**config.mk**
```make
export PLATFORM = sky130hd
export DESIGN_NAME = cvt_readout
export DESIGN_NICKNAME = d
export VERILOG_FILES = /design/src/rtl/rdo_pkg.sv /design/src/rtl/rdo_sync.sv /design/src/rtl/rdo_bytes.sv /design/src/rtl/rdo_fsm.sv /design/src/rtl/cvt_readout.sv
export SDC_FILE = /design/constraint.sdc
export NUM_CORES = 1
export LEC_CHECK = 0
export BUFFER_PORTS_ARGS = -buffer_cell sky130_fd_sc_hd__buf_4
export CORE_ASPECT_RATIO = 2
export CORE_UTILIZATION = 55
export CTS_BUF_LIST = sky130_fd_sc_hd__clkbuf_8
export DETAILED_ROUTE_END_ITERATION = 7
export PLACE_DENSITY = 0.83
export REMOVE_ABC_BUFFERS = 1
export SLEW_MARGIN = 25
export SYNTH_ARGS = -nofsm -noshare
export SYNTH_HDL_FRONTEND = slang
export SYNTH_SLANG_ARGS = --single-unit
```
**constraint.sdc**
```tcl
create_clock -name clk -period 5.9 [get_ports clk]
set_input_delay 1.77 -clock clk [delete_from_list [all_inputs] [get_ports clk]]
set_output_delay 1.77 -clock clk [all_outputs]
set_load 0.1 [all_outputs]
```
**src/rtl/rdo_pkg.sv**
```systemverilog
package rdo_pkg;

   localparam int NBYTES = 3;

   typedef enum logic [2:0] {
      PH_HOLD,
      PH_CAL,
      PH_CONV,
      PH_HI,
      PH_MID,
      PH_LO
   } phase_e;

   typedef enum logic [1:0] {
      SEL_LO  = 2'd0,
      SEL_MID = 2'd1,
      SEL_HI  = 2'd2
   } bsel_e;

   function automatic logic [1:0] phase_code(phase_e p);
      case (p)
         PH_HI:   return 2'b01;
         PH_MID:  return 2'b10;
         PH_LO:   return 2'b11;
         default: return 2'b00;
      endcase
   endfunction

endpackage

```
**src/rtl/rdo_sync.sv**
```systemverilog
module rdo_sync #(
   parameter int STAGES   = 2,
   parameter bit RST_VAL  = 1'b1,
   parameter bit FALL_DET = 1'b1
)(
   input  logic clk,
   input  logic rst_n,
   input  logic d_i,
   output logic q_o
);
   localparam int LEN = FALL_DET ? STAGES + 1 : STAGES;

   generate
      if (STAGES < 2) begin : g_bad_stages
         $error("rdo_sync: STAGES must be at least 2");
      end
   endgenerate

   logic [LEN-1:0] sh;

   always_ff @(posedge clk or negedge rst_n) begin
      if (!rst_n) sh <= {LEN{RST_VAL}};
      else        sh <= {sh[LEN-2:0], d_i};
   end

   generate
      if (FALL_DET) begin : g_fall
         assign q_o = sh[STAGES] & ~sh[STAGES-1];

         // an edge yields exactly one detect cycle
         p_fall_once_r3: assert property (@(posedge clk) disable iff (!rst_n)
            q_o |=> !q_o);
      end else begin : g_level
         assign q_o = sh[STAGES-1];
      end
   endgenerate

endmodule

```
**src/rtl/rdo_bytes.sv**
```systemverilog
module rdo_bytes import rdo_pkg::*; #(
   parameter int RES_W  = 22,
   parameter int BYTE_W = 8
)(
   input  logic [RES_W-1:0]  res_i,
   input  bsel_e             sel_i,
   output logic [BYTE_W-1:0] byte_o
);
   localparam int FULL_W = NBYTES * BYTE_W;
   localparam int PAD_W  = FULL_W - RES_W;

   logic [FULL_W-1:0] full;
   logic [BYTE_W-1:0] slice [NBYTES];

   generate
      if (PAD_W > 0) begin : g_pad
         assign full = {{PAD_W{1'b0}}, res_i};
      end else begin : g_nopad
         assign full = res_i;
      end
      for (genvar k = 0; k < NBYTES; k++) begin : g_slice
         assign slice[k] = full[k*BYTE_W +: BYTE_W];
      end
   endgenerate

   always_comb begin
      case (sel_i)
         SEL_HI:  byte_o = slice[2];
         SEL_MID: byte_o = slice[1];
         default: byte_o = slice[0];
      endcase
   end

endmodule

```
**src/rtl/rdo_fsm.sv**
```systemverilog
module rdo_fsm import rdo_pkg::*; #(
   parameter int HOLD_CYC = 16
)(
   input  logic   clk,
   input  logic   rst_n,
   input  logic   az_ok_i,
   input  logic   fall_i,
   input  logic   valid_i,
   output phase_e ph_o,
   output logic   cap_o,
   output logic   ld_o,
   output bsel_e  sel_o,
   output logic   start_o,
   output logic   az_req_o
);
   localparam int CNT_W = (HOLD_CYC < 2) ? 1 : $clog2(HOLD_CYC);
   localparam logic [CNT_W-1:0] CNT_LAST = CNT_W'(HOLD_CYC - 1);

   generate
      if (HOLD_CYC < 1) begin : g_bad_hold
         $error("rdo_fsm: HOLD_CYC must be at least 1");
      end
   endgenerate

   phase_e           ph_q, ph_d;
   logic [CNT_W-1:0] cnt_q, cnt_d;
   logic             start_d, az_d;

   always_comb begin
      ph_d    = ph_q;
      cnt_d   = cnt_q;
      cap_o   = 1'b0;
      ld_o    = 1'b0;
      sel_o   = SEL_HI;
      start_d = 1'b0;
      az_d    = 1'b0;
      if (!az_ok_i) begin
         ph_d  = PH_HOLD;
         cnt_d = '0;
      end else begin
         case (ph_q)
            PH_HOLD: begin
               if (cnt_q == CNT_LAST) begin
                  ph_d  = PH_CAL;
                  cnt_d = '0;
                  az_d  = 1'b1;
               end else begin
                  cnt_d = cnt_q + 1'b1;
               end
            end
            PH_CAL: if (valid_i) ph_d = PH_LO;
            PH_CONV: begin
               if (valid_i) begin
                  ph_d  = PH_HI;
                  cap_o = 1'b1;
                  ld_o  = 1'b1;
                  sel_o = SEL_HI;
               end
            end
            PH_HI: begin
               if (fall_i) begin
                  ph_d  = PH_MID;
                  ld_o  = 1'b1;
                  sel_o = SEL_MID;
               end
            end
            PH_MID: begin
               if (fall_i) begin
                  ph_d  = PH_LO;
                  ld_o  = 1'b1;
                  sel_o = SEL_LO;
               end
            end
            PH_LO: begin
               if (fall_i) begin
                  ph_d    = PH_CONV;
                  start_d = 1'b1;
               end
            end
            default: ph_d = PH_HOLD;
         endcase
      end
   end

   always_ff @(posedge clk or negedge rst_n) begin
      if (!rst_n) begin
         ph_q     <= PH_HOLD;
         cnt_q    <= '0;
         start_o  <= 1'b0;
         az_req_o <= 1'b0;
      end else begin
         ph_q     <= ph_d;
         cnt_q    <= cnt_d;
         start_o  <= start_d;
         az_req_o <= az_d;
      end
   end

   assign ph_o = ph_q;

   // calibration request is a single-cycle pulse
   p_az_once_r1: assert property (@(posedge clk) disable iff (!rst_n)
      az_req_o |=> !az_req_o);

   // start request is a single-cycle pulse
   p_start_once_r4: assert property (@(posedge clk) disable iff (!rst_n)
      start_o |=> !start_o);

endmodule

```
**src/rtl/cvt_readout.sv**
```systemverilog
module cvt_readout import rdo_pkg::*; #(
   parameter int RES_W       = 22,
   parameter int BYTE_W      = 8,
   parameter int SYNC_STAGES = 2,
   parameter int HOLD_CYC    = 16
)(
   input  logic              clk,
   input  logic              rst_n,
   input  logic              cvt_n_i,
   input  logic              oe_n_i,
   input  logic              az_n_i,
   input  logic              core_valid_i,
   input  logic [RES_W-1:0]  core_res_i,
   output logic              core_start_o,
   output logic              core_az_o,
   output logic [1:0]        st_o,
   output logic              st_en_o,
   output logic [BYTE_W-1:0] bus_d_o,
   output logic              bus_en_o
);
   localparam int PAD_W = NBYTES * BYTE_W - RES_W;

   generate
      if (RES_W <= (NBYTES - 1) * BYTE_W || PAD_W < 0) begin : g_bad_width
         $error("cvt_readout: RES_W must need exactly three bytes");
      end
   endgenerate

   logic              cvt_fall;
   logic              az_ok;
   logic              cap;
   logic              ld;
   bsel_e             sel;
   phase_e            ph;
   logic [RES_W-1:0]  res_q;
   logic [RES_W-1:0]  res_src;
   logic [BYTE_W-1:0] byte_nx;

   rdo_sync #(.STAGES(SYNC_STAGES), .RST_VAL(1'b1), .FALL_DET(1'b1)) u_cvt_sync (
      .clk   (clk),
      .rst_n (rst_n),
      .d_i   (cvt_n_i),
      .q_o   (cvt_fall)
   );

   rdo_sync #(.STAGES(SYNC_STAGES), .RST_VAL(1'b0), .FALL_DET(1'b0)) u_az_sync (
      .clk   (clk),
      .rst_n (rst_n),
      .d_i   (az_n_i),
      .q_o   (az_ok)
   );

   rdo_fsm #(.HOLD_CYC(HOLD_CYC)) u_fsm (
      .clk      (clk),
      .rst_n    (rst_n),
      .az_ok_i  (az_ok),
      .fall_i   (cvt_fall),
      .valid_i  (core_valid_i),
      .ph_o     (ph),
      .cap_o    (cap),
      .ld_o     (ld),
      .sel_o    (sel),
      .start_o  (core_start_o),
      .az_req_o (core_az_o)
   );

   assign res_src = cap ? core_res_i : res_q;

   rdo_bytes #(.RES_W(RES_W), .BYTE_W(BYTE_W)) u_bytes (
      .res_i  (res_src),
      .sel_i  (sel),
      .byte_o (byte_nx)
   );

   always_ff @(posedge clk or negedge rst_n) begin
      if (!rst_n) begin
         res_q   <= '0;
         bus_d_o <= '0;
      end else begin
         if (cap) res_q   <= core_res_i;
         if (ld)  bus_d_o <= byte_nx;
      end
   end

   assign st_o     = phase_code(ph);
   assign st_en_o  = (ph != PH_HOLD);
   assign bus_en_o = ~oe_n_i;

   // status drive starts together with the calibration request
   p_en_with_az_r1: assert property (@(posedge clk) disable iff (!rst_n)
      $rose(st_en_o) |-> core_az_o);

   // a start request coincides with a driven busy status
   p_start_busy_r4: assert property (@(posedge clk) disable iff (!rst_n)
      core_start_o |-> (st_en_o && st_o == 2'b00));

   // edges seen while busy and without a core pulse leave status at busy
   p_busy_ignores_r5: assert property (@(posedge clk) disable iff (!rst_n)
      (st_o == 2'b00 && cvt_fall && !core_valid_i) |=> (st_o == 2'b00));

   // with neither an edge nor a core pulse the byte register holds
   p_bus_hold_r10: assert property (@(posedge clk) disable iff (!rst_n)
      (!core_valid_i && !cvt_fall) |=> $stable(bus_d_o));

   generate
      if (PAD_W > 0) begin : g_pad_chk
         // unused top bits of the high byte read as zero
         p_pad_zero_r6: assert property (@(posedge clk) disable iff (!rst_n)
            (st_en_o && st_o == 2'b01) |-> (bus_d_o[BYTE_W-1 -: PAD_W] == '0));
      end
   endgenerate

endmodule

```
### Yosys cells after proc, flatten, opt, wreduce, memory -nomap -nowiden

Index checks and enable logic that the tools add are counted.

| storage, ports and cells | value |
|---|---|
| flip-flop bits (word level) | 44 |
| latch bits | 0 |
| memory bits (writable) | 0 |
| ROM bits | 0 |
| bits of input ports | 28 |
| output and inout port bits | 14 |
| word-level logic and storage cells | 60 |
| memories | 0 |

| operators by class | value |
|---|---|
| $add $sub $neg | 1 |
| $mul | 0 |
| div/mod/pow operators | 0 |
| $lt $le $gt $ge | 0 |
| equality and inequality tests | 15 |
| shift-type cells | 0 |
| muxes and demuxes | 29 |
| bitwise gates (word level) | 3 |
| reduce and logical (&&, ||, !) cells | 4 |

Operators by type and width:

| kind | count |
|---|---|
| 2-to-1 mux 22 bit | 1 |
| 2-to-1 mux 3 bit | 7 |
| one-hot mux 3 bit (6 select lines) | 1 |
| one-hot mux 8 bit (2 select lines) | 1 |
| != test 3 bit (second input constant) | 5 |
| 2-to-1 mux 4 bit | 3 |
| 2-to-1 mux 1 bit | 10 |
| equality test 3 x 2 -> 1 bit (second input constant) | 2 |
| equality test 3 bit (second input constant) | 2 |
| 2-to-1 mux 2 bit | 3 |
| one-hot mux 2 bit (3 select lines) | 1 |
| AND reduction 6 bit | 1 |
| adder 4 x 1 -> 4 bit (second input constant) | 1 |
| equality test 4 bit (second input constant) | 1 |
| one-hot mux 2 bit (2 select lines) | 1 |
| equality test 3 x 1 -> 1 bit (second input constant) | 1 |
| logical NOT 3 bit | 1 |
| != test 3 x 2 -> 1 bit (second input constant) | 1 |
| nonzero test 3 bit | 1 |
| equality test 2 x 1 -> 1 bit (second input constant) | 1 |
| equality test 2 bit (second input constant) | 1 |
| != test 2 x 1 -> 1 bit (second input constant) | 1 |
| NOT 1 bit | 2 |
| one-hot mux 1 bit (2 select lines) | 1 |
| 2 further kinds | 2 |

### Depth between registers and ports, before layout

Gate-level depths: netlist of the first run.

| depth | value |
|---|---|
| depth after elaboration | 7 |
| depth in mapped cells | 12 |
| mapped depth without buffers | 9 |

### Cells and area by module

A second synthesis of the first run with hierarchy kept.

| second synthesis, totals | value |
|---|---|
| cells, all modules | 154 |
| area total of the unflattened synthesis | 2006.9 um^2 |

Modules (own cells, without submodules):

| module | instances | cells each | area an instance (um^2) | seq. area each (um^2) |
|---|---|---|---|---|
| cvt_readout | 1 | 68 | 1146.1 | 750.7 |
| rdo_fsm | 1 | 54 | 554.3 | 225.2 |
| rdo_bytes | 1 | 26 | 163.9 | 0.0 |
| rdo_sync (u_cvt_sync) | 1 | 4 | 92.6 | 78.8 |
| rdo_sync (u_az_sync) | 1 | 2 | 50.0 | 50.0 |

### Worst setup path after synthesis of the first run

OpenSTA, ideal clock, no wires.

| path | value |
|---|---|
| kind | in2out |
| from | input port oe_n_i |
| to | output port bus_en_o |
| data arrival time | 2.347 ns |
| required time | 4.130 ns |
| path slack | 1.783 ns |
| stages | 1 |
| path buffers | 0 |
| cells stage by stage | inv_1 |

| on the way | value |
|---|---|
| cells in the longest elaborated chain, start to end | 1 |

RTL lines:

| item | RTL line | source |
|---|---|---|
| start, declared | cvt_readout.sv:10 | `input logic oe_n_i,` |
| NOT 1 bit | cvt_readout.sv:87 | `assign bus_en_o = ~oe_n_i;` |
| end, declared | cvt_readout.sv:19 | `output logic bus_en_o` |

No other way between the ends.

### Worst setup path in the final report of the first run

Ends and elaborated chain as after synthesis.

==> results.sh, run 1 <==
export IMPL_vias=1660
export IMPL_fillers=344
export IMPL_final_cell_mix="dfrtp_1 (41), buf_4 (41), mux2_2 (22), nand2_1 (19), a21oi_1 (15)"
export IMPL_fp_dieArea_sq_um=4380
export IMPL_ys_warnings_count=0
export IMPL_die_width_um=47.3
export IMPL_worst_pin_slew_ns=0.718
export IMPL_start_kind="primary input"
export IMPL_internal_power_w=0.000427
export IMPL_diodes=0
export IMPL_dpl_worst_slack_ns=1.94
export IMPL_portBuffers=41
export IMPL_cts_resized_gates=0
export IMPL_wl_per_cell_um=15.3
export IMPL_die_h_um=92.6
export IMPL_critPathSlowestCell="buf_4"
export IMPL_grt_pass1_vias=1648
export IMPL_layout_drive_gt1_share=0.328
export IMPL_cts_tree="done"
export IMPL_power_w=0.000545
export IMPL_nets=268
export IMPL_p_sw_w=0.000118
export IMPL_yosys_register_bits=44
export IMPL_synthArstFlopShare=1.00
export IMPL_core_area_sq_um=3880
export IMPL_ctsHoldBuffers=0
export IMPL_antenna_found_initial=0
export IMPL_cts_sinks=44
export IMPL_skew_ns=0.0125
export IMPL_seqPwrFrac=0.567
export IMPL_power_frac_clock=0.371
export IMPL_synth_cell_types=43
export IMPL_rsz0062_at_grt="false"
export IMPL_rows=32
export IMPL_drv_slew=0
export IMPL_drtAntennaViolNets=0
export IMPL_hold_class="flip-flop to flip-flop"
export IMPL_post_route_min_period_ns=3.96
export IMPL_cellPowerDensity_nw_per_um2=210
export IMPL_drv_cap=0
export IMPL_p_leak_nw=1.24
export IMPL_drc=0
export IMPL_insertion_delay_ns=0.30
export IMPL_crit_arrival_ns=2.19
export IMPL_fmax_mhz=252
export IMPL_dp_hpwl_um=3100
export IMPL_finalWorstSetupSlack_ns=1.94
export IMPL_grt_start_max_net_pins=45
export IMPL_grt_pass1_wl_um=7370
export IMPL_synth_edf_count=0
export IMPL_relSlewSlack=0.521
export IMPL_routed_wl_um=4420
export IMPL_ys_seq_area_frac=0.489
export IMPL_crit_top_cell="buf_4"
export IMPL_cpPeakStageDelay_ns=0.27
export IMPL_critPathMaxFanout=1
export IMPL_drt_iter0_drc=44
export IMPL_synth_main_ff_cell="dfrtp_1"
export IMPL_dr_pass1_iters=5
export IMPL_clk_pin_slew_ns=0.07
export IMPL_status="finished clean"
export IMPL_ir_drop_mv=0.182
export IMPL_setup_viol=0
export IMPL_final_cell_count_no_fill=289
export IMPL_placed_cells=281
export IMPL_path_cells="buf_4 > inv_1 > buf_4"
export IMPL_hold_viol=0
export IMPL_cts_buffer_depth=2
export IMPL_combPwrFrac=0.062
export IMPL_fin_crit_sh=0.672
export IMPL_grt_usage=0.235
export IMPL_numCtsBuffers=5
export IMPL_boundaryPins=42
export IMPL_setup_tns_ns=0
export IMPL_grt_ovfl_total=0
export IMPL_start_util=0.582
export IMPL_postCtsSetupBuffers=0
export IMPL_routed_via_density=5.74
export IMPL_synthCells=207
export IMPL_gp_congestion=0.778
export IMPL_area_delta_synth_final_pct=14.8
export IMPL_p_sw_frac=0.217
export IMPL_avgSynthCellArea_sq_um=10.9
export IMPL_synthesis_area_sq_um=2260
export IMPL_fin_util=0.668
export IMPL_end_kind="output pin"
export IMPL_worstSetupPathType="primary input to output pin"
export IMPL_htree_levels=2
export IMPL_cts_root_buf="clkbuf_8"
export IMPL_cp_required_ns=4.13
[area by class of cell]
class,count,area (sq um),area share
repair buffers,41,308,0.119
clock inverters,1,3.75,0.00145
flip-flops and latches,44,1100,0.426
inverters,5,18.8,0.00723
multi-input cells,140,1000,0.385
well taps,51,63.8,0.0246
clock buffers,7,96.3,0.0371
[cell usage after synthesis, types with 3 or more instances]
library cell	number	area [sq um]
dfrtp_1	41	1030
a211o_1	6	52.6
a21oi_1	15	75.1
nor2_1	5	18.8
ha_1	3	37.5
a22oi_1	6	45.0
a22o_1	7	61.3
a31oi_1	12	75.1
clkbuf_1	6	22.5
dfstp_2	3	78.8
buf_2	5	25.0
mux2i_1	4	40.0
mux2_2	22	248
inv_1	5	18.8
nand2_1	19	71.3
and2_1	5	31.3
nor3_1	6	30.0
o21ai_0	6	30.0
[worst paths after layout]
check	from	to	slack, ns	depth (start not counted)
max	oe_n_i	bus_en_o	1.94	3
min	u_az_sync.sh[0]	u_az_sync.sh[1]	0.35	0
min in group asynchronous	rst_n	u_fsm.cnt_q[3]	1.46	1
max reg2reg	u_cvt_sync.sh[2]	bus_d_o[6]	2.96	9
max in group asynchronous	rst_n	res_q[2]	4.06	1
min reg2reg	u_az_sync.sh[0]	u_az_sync.sh[1]	0.35	0
[flip-flops by register name, summed over array words and instances, names as in the netlist]
register and count:
u_cvt_sync.sh 3, u_az_sync.sh 2, res_q 22, u_fsm.start_o 1, bus_d_o 8, u_fsm.az_req_o 1
u_fsm.ph_o 3, u_fsm.cnt_q 4
[stage by stage]
step | hold WS, ns | cell area [sq um]
2_1_floorplan | 0.331 | 2120
3_3_place_gp | 0.338 | 2490
3_5_place_dp | 0.338 | 2490
4_1_cts | 0.355 | 2590
5_1_grt | 0.366 | 2590
6_report | 0.352 | 2590
[critical path, delay by kind of cell]
kind / cells / cell delay [ns]
buffers and inverters: 3 / 0.42
[kinds of logic (layout without fill, tap and decap cells)]
group                      count (synthesis)  count (layout)  share of synthesized area
muxes                                     26              26                      0.127
buffers and inverters                     23              54                     0.0687
DFF                                       44              44                      0.489
xor gates and xnor gates                   1               1                    0.00388
adders and majority gates                  3               3                     0.0166
AOI/OAI and AO/OA                         58              58                      0.172
and+or+nand+nor                           52              52                      0.122
[power groups by stage]
stage | Clock [W] | Sequential, W | Combinational, W
after CTS | 0.000209 | 0.000309 | 0.0000345
after detailed placement | 0 | 0.000315 | 0.0000346
final | 0.000202 | 0.000309 | 0.0000340
after global routing | 0.000222 | 0.000309 | 0.0000378
after global placement | 0 | 0.000315 | 0.0000340
after floorplan | 0 | 0.000314 | 0.00000947
[routing by layer]
metal,global-route usage,vias up,part of all wire
met5,0,-,0
met4,0.119,0,0.020
met3,0.0429,8,0.037
met2,0.388,47,0.56
met1,0.274,801,0.38
li1,-,804,-
Note: power is estimated with default switching activity, not from simulation.
==> run 2: changes to the inputs <==
--- a/config.mk
+++ b/config.mk
@@ -7,10 +7,10 @@
 export LEC_CHECK = 0
 export BUFFER_PORTS_ARGS = -buffer_cell sky130_fd_sc_hd__buf_4
 export CORE_ASPECT_RATIO = 2
-export CORE_UTILIZATION = 55
+export CORE_UTILIZATION = 52
 export CTS_BUF_LIST = sky130_fd_sc_hd__clkbuf_8
 export DETAILED_ROUTE_END_ITERATION = 7
-export PLACE_DENSITY = 0.83
+export PLACE_DENSITY = 0.82
 export REMOVE_ABC_BUFFERS = 1
 export SLEW_MARGIN = 25
 export SYNTH_ARGS = -nofsm -noshare
==> constraint.sdc (replaced) <==
create_clock -name clk -period 3.2 [get_ports clk]
set_input_delay 0.96 -clock clk [delete_from_list [all_inputs] [get_ports clk]]
set_output_delay 0.96 -clock clk [all_outputs]
set_load 0.1 [all_outputs]
==> results.sh, run 2 (synthesized netlist as in run 1, its figures left out) <==
export IMPL_status="finished clean"
export IMPL_area_delta_synth_final_pct=15.1
export IMPL_end_kind="flip-flop"
export IMPL_core_area_sq_um=4130
export IMPL_grt_usage=0.216
export IMPL_cts_tree="done"
export IMPL_htree_levels=2
export IMPL_nets=270
export IMPL_critPathSlowestCell="ha_1"
export IMPL_crit_family="simple AND/OR/NAND/NOR gates"
export IMPL_path_cells="nor2b_1 > and2_1 > nand2_1 > or2_2 > ha_1 > buf_4 > nand2_1 > a21oi_1 > a31oi_1 > a31oi_1"
export IMPL_numCtsBuffers=5
export IMPL_drc=0
export IMPL_combPwrFrac=0.065
export IMPL_hold_class="flip-flop to flip-flop"
export IMPL_gp_congestion=0.816
export IMPL_routed_via_density=5.78
export IMPL_final_cell_count_no_fill=292
export IMPL_drv_cap=0
export IMPL_hold_viol=0
export IMPL_grt_ovfl_total=0
export IMPL_setup_viol=0
export IMPL_busiest_layer="met2"
export IMPL_use_met1=0.235
export IMPL_seqPwrFrac=0.582
export IMPL_critical_path_startpoint="u_cvt_sync.sh[2]"
export IMPL_cp_required_ns=3.42
export IMPL_portBuffers=41
export IMPL_p_sw_frac=0.221
export IMPL_diodes=0
export IMPL_post_route_min_period_ns=2.79
export IMPL_worstSetupPathType="flip-flop to flip-flop"
export IMPL_r2r_start="u_cvt_sync.sh[2]"
export IMPL_fmax_mhz=358
export IMPL_grtUsageMet3=0.0494
export IMPL_antenna_found_initial=0
export IMPL_fin_crit_sh=0.873
export IMPL_p_sw_w=0.000217
export IMPL_drv_slew=0
export IMPL_relSlewSlack=0.621
export IMPL_cts_buffer_depth=2
export IMPL_internal_power_w=0.000763
export IMPL_placed_cells=284
export IMPL_grt_pass1_wl_um=7530
export IMPL_drt_iter0_drc=31
export IMPL_start_kind="flip-flop"
export IMPL_regArea_sq_um=1100
export IMPL_worst_pin_slew_ns=0.569
export IMPL_largest_register="res_q"
export IMPL_rsz0062_at_grt="false"
export IMPL_dr_pass1_iters=4
export IMPL_wl_per_cell_um=15.2
export IMPL_cts_sinks=44
export IMPL_cts_resized_gates=0
export IMPL_reg_top3="res_q (22), bus_d_o (8), u_fsm.cnt_q (4)"
export IMPL_skew_ns=0.00866
export IMPL_grt_start_max_net_pins=45
export IMPL_final_cell_mix="buf_4 (43), dfrtp_1 (41), mux2_2 (22), nand2_1 (19), a21oi_1 (15)"
export IMPL_boundaryPins=42
export IMPL_rows=33
export IMPL_layout_drive_gt1_share=0.329
export IMPL_multiInputGateArea_sq_um=1000
export IMPL_power_frac_clock=0.354
export IMPL_start_util=0.547
export IMPL_dp_hpwl_um=3210
export IMPL_cp_num_buf_inv=1
export IMPL_hp_start="u_cvt_sync.sh[0]"
export IMPL_setup_tns_ns=0
export IMPL_largest_reg_flops=22
export IMPL_grt_pass1_vias=1588
export IMPL_critPathMaxFanout=20
export IMPL_cts_root_buf="clkbuf_8"
export IMPL_drtAntennaViolNets=0
export IMPL_fin_util=0.630
export IMPL_fp_dieArea_sq_um=4630
export IMPL_met2_usage=0.380
export IMPL_postCtsSetupBuffers=0
export IMPL_holdWs_ns=0.364
export IMPL_die_h_um=95.2
export IMPL_clk_pin_slew_ns=0.08
export IMPL_cpPeakStageDelay_ns=0.65
export IMPL_die_width_um=48.6
export IMPL_p_leak_nw=1.25
export IMPL_crit_arrival_ns=3.01
export IMPL_ctsHoldBuffers=0
export IMPL_ir_drop_mv=0.365
export IMPL_cellPowerDensity_nw_per_um2=377
export IMPL_fillers=372
export IMPL_vias=1689
export IMPL_routed_wl_um=4440
export IMPL_insertion_delay_ns=0.30
export IMPL_layout_commonest_cell="buf_4"
==> run 2: area by class of cell <==
type	instances	share of cell area
Sequential cell	44	0.425
Multi-Input combinational cell	140	0.384
Timing Repair Buffer	43	0.124
Clock buffer	6	0.0317
Tap cell	52	0.0250
Inverter	5	0.00722
Clock inverter	2	0.00289
==> run 2: metal layers <==
layer / vias up / share of wire
li1: 807 / -
met1: 824 / 0.40
met2: 48 / 0.53
met3: 10 / 0.044
met4: 0 / 0.030
met5: - / 0
==> run 2: worst reg2reg max path, stage by stage, from the launching register on <==
cell     delay, ns
dfstp_2       0.52
nor2b_1       0.27
and2_1        0.23
nand2_1       0.10
or2_2         0.29
ha_1          0.65
buf_4         0.25
nand2_1       0.06
a21oi_1       0.13
a31oi_1       0.06
a31oi_1       0.16
==> run 2: path summary, 6_finish.rpt <==
kind,endpoint,slack [ns],cells past startpoint
setup reg to reg,bus_d_o[0],0.41,10
max in group asynchronous,u_fsm.cnt_q[3],2.18,1
hold / removal,u_cvt_sync.sh[1],0.36,0
min in group asynchronous,u_az_sync.sh[0],0.64,1
setup / recovery,bus_d_o[0],0.41,10
hold reg to reg,u_cvt_sync.sh[1],0.36,0
==> run 2: per-stage QoR <==
stage	area [sq um]	setup WS [ns]	power (W)
finish	2600	0.407	0.000980
global route	2600	0.162	0.00103
CTS	2600	0.409	0.000992
detailed placement	2510	0.424	0.000645
global placement	2510	0.552	0.000644
floorplan	2120	0.0725	0.000596
==> run 2: power groups by stage <==
stage | sequential (W) | combinational, W | clock [W]
after floorplan | 0.000579 | 0.0000175 | 0
after global placement | 0.000580 | 0.0000633 | 0
after detailed placement | 0.000581 | 0.0000647 | 0
after CTS | 0.000570 | 0.0000646 | 0.000358
after global routing | 0.000571 | 0.0000698 | 0.000385
final | 0.000570 | 0.0000632 | 0.000347
==> run 3: changes to the inputs <==
--- a/config.mk
+++ b/config.mk
@@ -5,10 +5,12 @@
 export SDC_FILE = /design/constraint.sdc
 export NUM_CORES = 1
 export LEC_CHECK = 0
+export ABC_AREA = 1
 export BUFFER_PORTS_ARGS = -buffer_cell sky130_fd_sc_hd__buf_4
 export CORE_ASPECT_RATIO = 2
 export CORE_UTILIZATION = 52
 export CTS_BUF_LIST = sky130_fd_sc_hd__clkbuf_8
+export CTS_CLUSTER_DIAMETER = 40
 export DETAILED_ROUTE_END_ITERATION = 7
 export PLACE_DENSITY = 0.82
 export REMOVE_ABC_BUFFERS = 1
==> results.sh, run 3 <==
export IMPL_synthCells=294
export IMPL_synth_cell_types=28
export IMPL_synth_main_ff_cell="dfrtp_1"
export IMPL_largest_register="res_q"
export IMPL_skew_ns=0.00459
export IMPL_avgSynthCellArea_sq_um=7.93
export IMPL_p_leak_nw=1.45
export IMPL_boundaryPins=42
export IMPL_final_cell_mix="nand2_1 (70), inv_1 (53), dfrtp_1 (41), buf_4 (41), nor2_1 (29)"
export IMPL_nets=363
export IMPL_ctsHoldBuffers=0
export IMPL_grt_ovfl_total=0
export IMPL_ir_drop_mv=0.609
export IMPL_finalWorstSetupSlack_ns=0.549
export IMPL_path_cells="inv_2 > nor2_1 > nand2_1 > nand2_1 > buf_4"
export IMPL_postCtsSetupBuffers=0
export IMPL_critPathSlowestCell="dfrtp_1"
export IMPL_area_delta_synth_final_pct=16.8
export IMPL_fmax_mhz=377
export IMPL_drc=0
export IMPL_dpl_worst_slack_ns=0.724
export IMPL_yosysMostFrequentCell="nand2_1"
export IMPL_insertion_delay_ns=0.30
export IMPL_cpPeakStageDelay_ns=0.56
export IMPL_synth_area_top_cells="dfrtp_1 (44%), nand2_1 (11%), inv_1 (8.2%), nand3_1 (5.2%), and2_1 (4.8%)"
export IMPL_power_w=0.00238
export IMPL_cts_resized_gates=0
export IMPL_reg_top3="res_q (22), bus_d_o (8), u_fsm.cnt_q (4)"
export IMPL_grt_pass1_vias=1957
export IMPL_wl_per_cell_um=12.7
export IMPL_r2r_slack_ns=0.67
export IMPL_htree_levels=2
export IMPL_rows=34
export IMPL_drv_slew=0
export IMPL_setup_tns_ns=0
export IMPL_start_util=0.537
export IMPL_hold_viol=0
export IMPL_synthesis_area_sq_um=2330
export IMPL_grt_usage=0.231
export IMPL_yosys_register_bits=44
export IMPL_layout_drive_gt1_share=0.195
export IMPL_end_kind="output pin"
export IMPL_grt_start_max_net_pins=45
export IMPL_holdWs_ns=0.346
export IMPL_cp_required_ns=2.24
export IMPL_yosys_area_top_type_share=0.440
export IMPL_core_area_sq_um=4340
export IMPL_largest_reg_flops=22
export IMPL_grt_pass1_wl_um=8410
export IMPL_yosys_area_top_type="dfrtp_1"
export IMPL_r2r_start="u_cvt_sync.sh[2]"
export IMPL_cts_sinks=44
export IMPL_cts_root_buf="clkbuf_8"
export IMPL_ys_seq_area_frac=0.474
export IMPL_antenna_found_initial=0
export IMPL_dp_hpwl_um=3430
export IMPL_start_kind="flip-flop"
export IMPL_worst_hold_path_endpoint="u_az_sync.sh[1]"
export IMPL_ys_warnings_count=0
export IMPL_portBuffers=41
export IMPL_synthArstFlopShare=1.00
export IMPL_setup_viol=0
export IMPL_status="finished clean"
export IMPL_diodes=0
export IMPL_numCtsBuffers=5
export IMPL_clk_pin_slew_ns=0.08
export IMPL_post_route_min_period_ns=2.65
export IMPL_rr_endpoint="bus_d_o[5]"
export IMPL_fin_crit_sh=0.829
export IMPL_worstSetupPathType="flip-flop to output pin"
export IMPL_cts_tree="done"
export IMPL_hold_class="flip-flop to flip-flop"
export IMPL_synthTopCellsByCount="nand2_1 (70), inv_1 (51), dfrtp_1 (41), nor2_1 (29), nand3_1 (24)"
export IMPL_drtAntennaViolNets=0
export IMPL_cp_num_buf_inv=2
export IMPL_die_h_um=96.7
export IMPL_routed_via_density=5.10
export IMPL_layout_commonest_cell="nand2_1"
export IMPL_cellPowerDensity_nw_per_um2=873
export IMPL_crit_arrival_ns=1.69
export IMPL_worst_pin_slew_ns=0.602
export IMPL_rsz0062_at_grt="false"
export IMPL_cts_buffer_depth=2
export IMPL_dr_pass1_iters=4
export IMPL_vias=1973
export IMPL_fp_dieArea_sq_um=4770
export IMPL_synth_edf_count=0
export IMPL_die_width_um=49.4
export IMPL_routed_wl_um=4930
export IMPL_drt_iter0_drc=46
export IMPL_gp_congestion=0.917
export IMPL_relSlewSlack=0.597
export IMPL_min_path_cells=0
export IMPL_critPathMaxFanout=6
export IMPL_r2r_cells=11
export IMPL_crit_family="flip-flops"
export IMPL_hp_start="u_az_sync.sh[0]"
export IMPL_crit_top_cell="nand2_1"
export IMPL_fin_util=0.628
export IMPL_drv_cap=0
## run 3: cell count changes after synthesis, sizes merged, moves of 15 or more
cell | before | now
a21oi | 15 | 0
nor2 | 5 | 32
inv | 5 | 55
mux2 | 22 | 0
nand2 | 20 | 76
nand4 | 1 | 18
nand3 | 2 | 26
## run 3: layout make-up
cell class                      instances  area, sq um
Tap cell                               54         67.6
Clock buffer                            6         82.6
Fill cell                             408         1620
Multi-Input combinational cell        185          947
Inverter                               55          206
Clock inverter                          2         7.51
Sequential cell                        44         1100
Timing Repair Buffer                   41          308
## run 3: metrics by stage
step                      std cells  instance area [sq um]
after floorplan                 284                   2260
after global placement          379                   2630
after detailed placement        379                   2630
after CTS                       387                   2720
after global routing            387                   2720
final                           387                   2720
## run 3: cells by family (layout without fill, tap and decap cells)
kind of cell / count (synthesis) / after routing / share of synthesized area
xor gates and xnor gates: 2 / 2 / 0.00751
and+or+nand+nor: 172 / 172 / 0.362
AOI/OAI and AO/OA: 8 / 8 / 0.0209
DFF: 44 / 44 / 0.474
buffers and inverters: 65 / 104 / 0.120
adders and majority gates: 3 / 3 / 0.0161
## run 3: power by group
group	internal (W)	switching (W)	total, W
clock	0.000170	0.000177	0.000347
combinational	0.000315	0.000854	0.00117
sequential	0.000752	0.000109	0.000861
## run 3: routing by layer
layer  GRT usage  share of wire  up-vias
li1            -              -      976
met1       0.254           0.39      931
met2       0.405           0.55       53
met3      0.0393          0.036       13
met4       0.131          0.026        0
met5           0              0        -
## run 3: worst max-delay path by stage
stage	startpoint	to	slack, ns	cells past startpoint
finish	u_fsm.ph_o[2]	st_o[0]	0.55	5
global placement	u_cvt_sync.sh[2]	bus_d_o[4]	0.79	11
global route	u_fsm.ph_o[2]	st_o[0]	0.43	5
detailed placement	u_cvt_sync.sh[2]	bus_d_o[0]	0.72	11
floorplan	u_fsm.ph_o[2]	st_o[0]	-0.58	4
CTS	u_fsm.ph_o[2]	st_o[0]	0.57	5
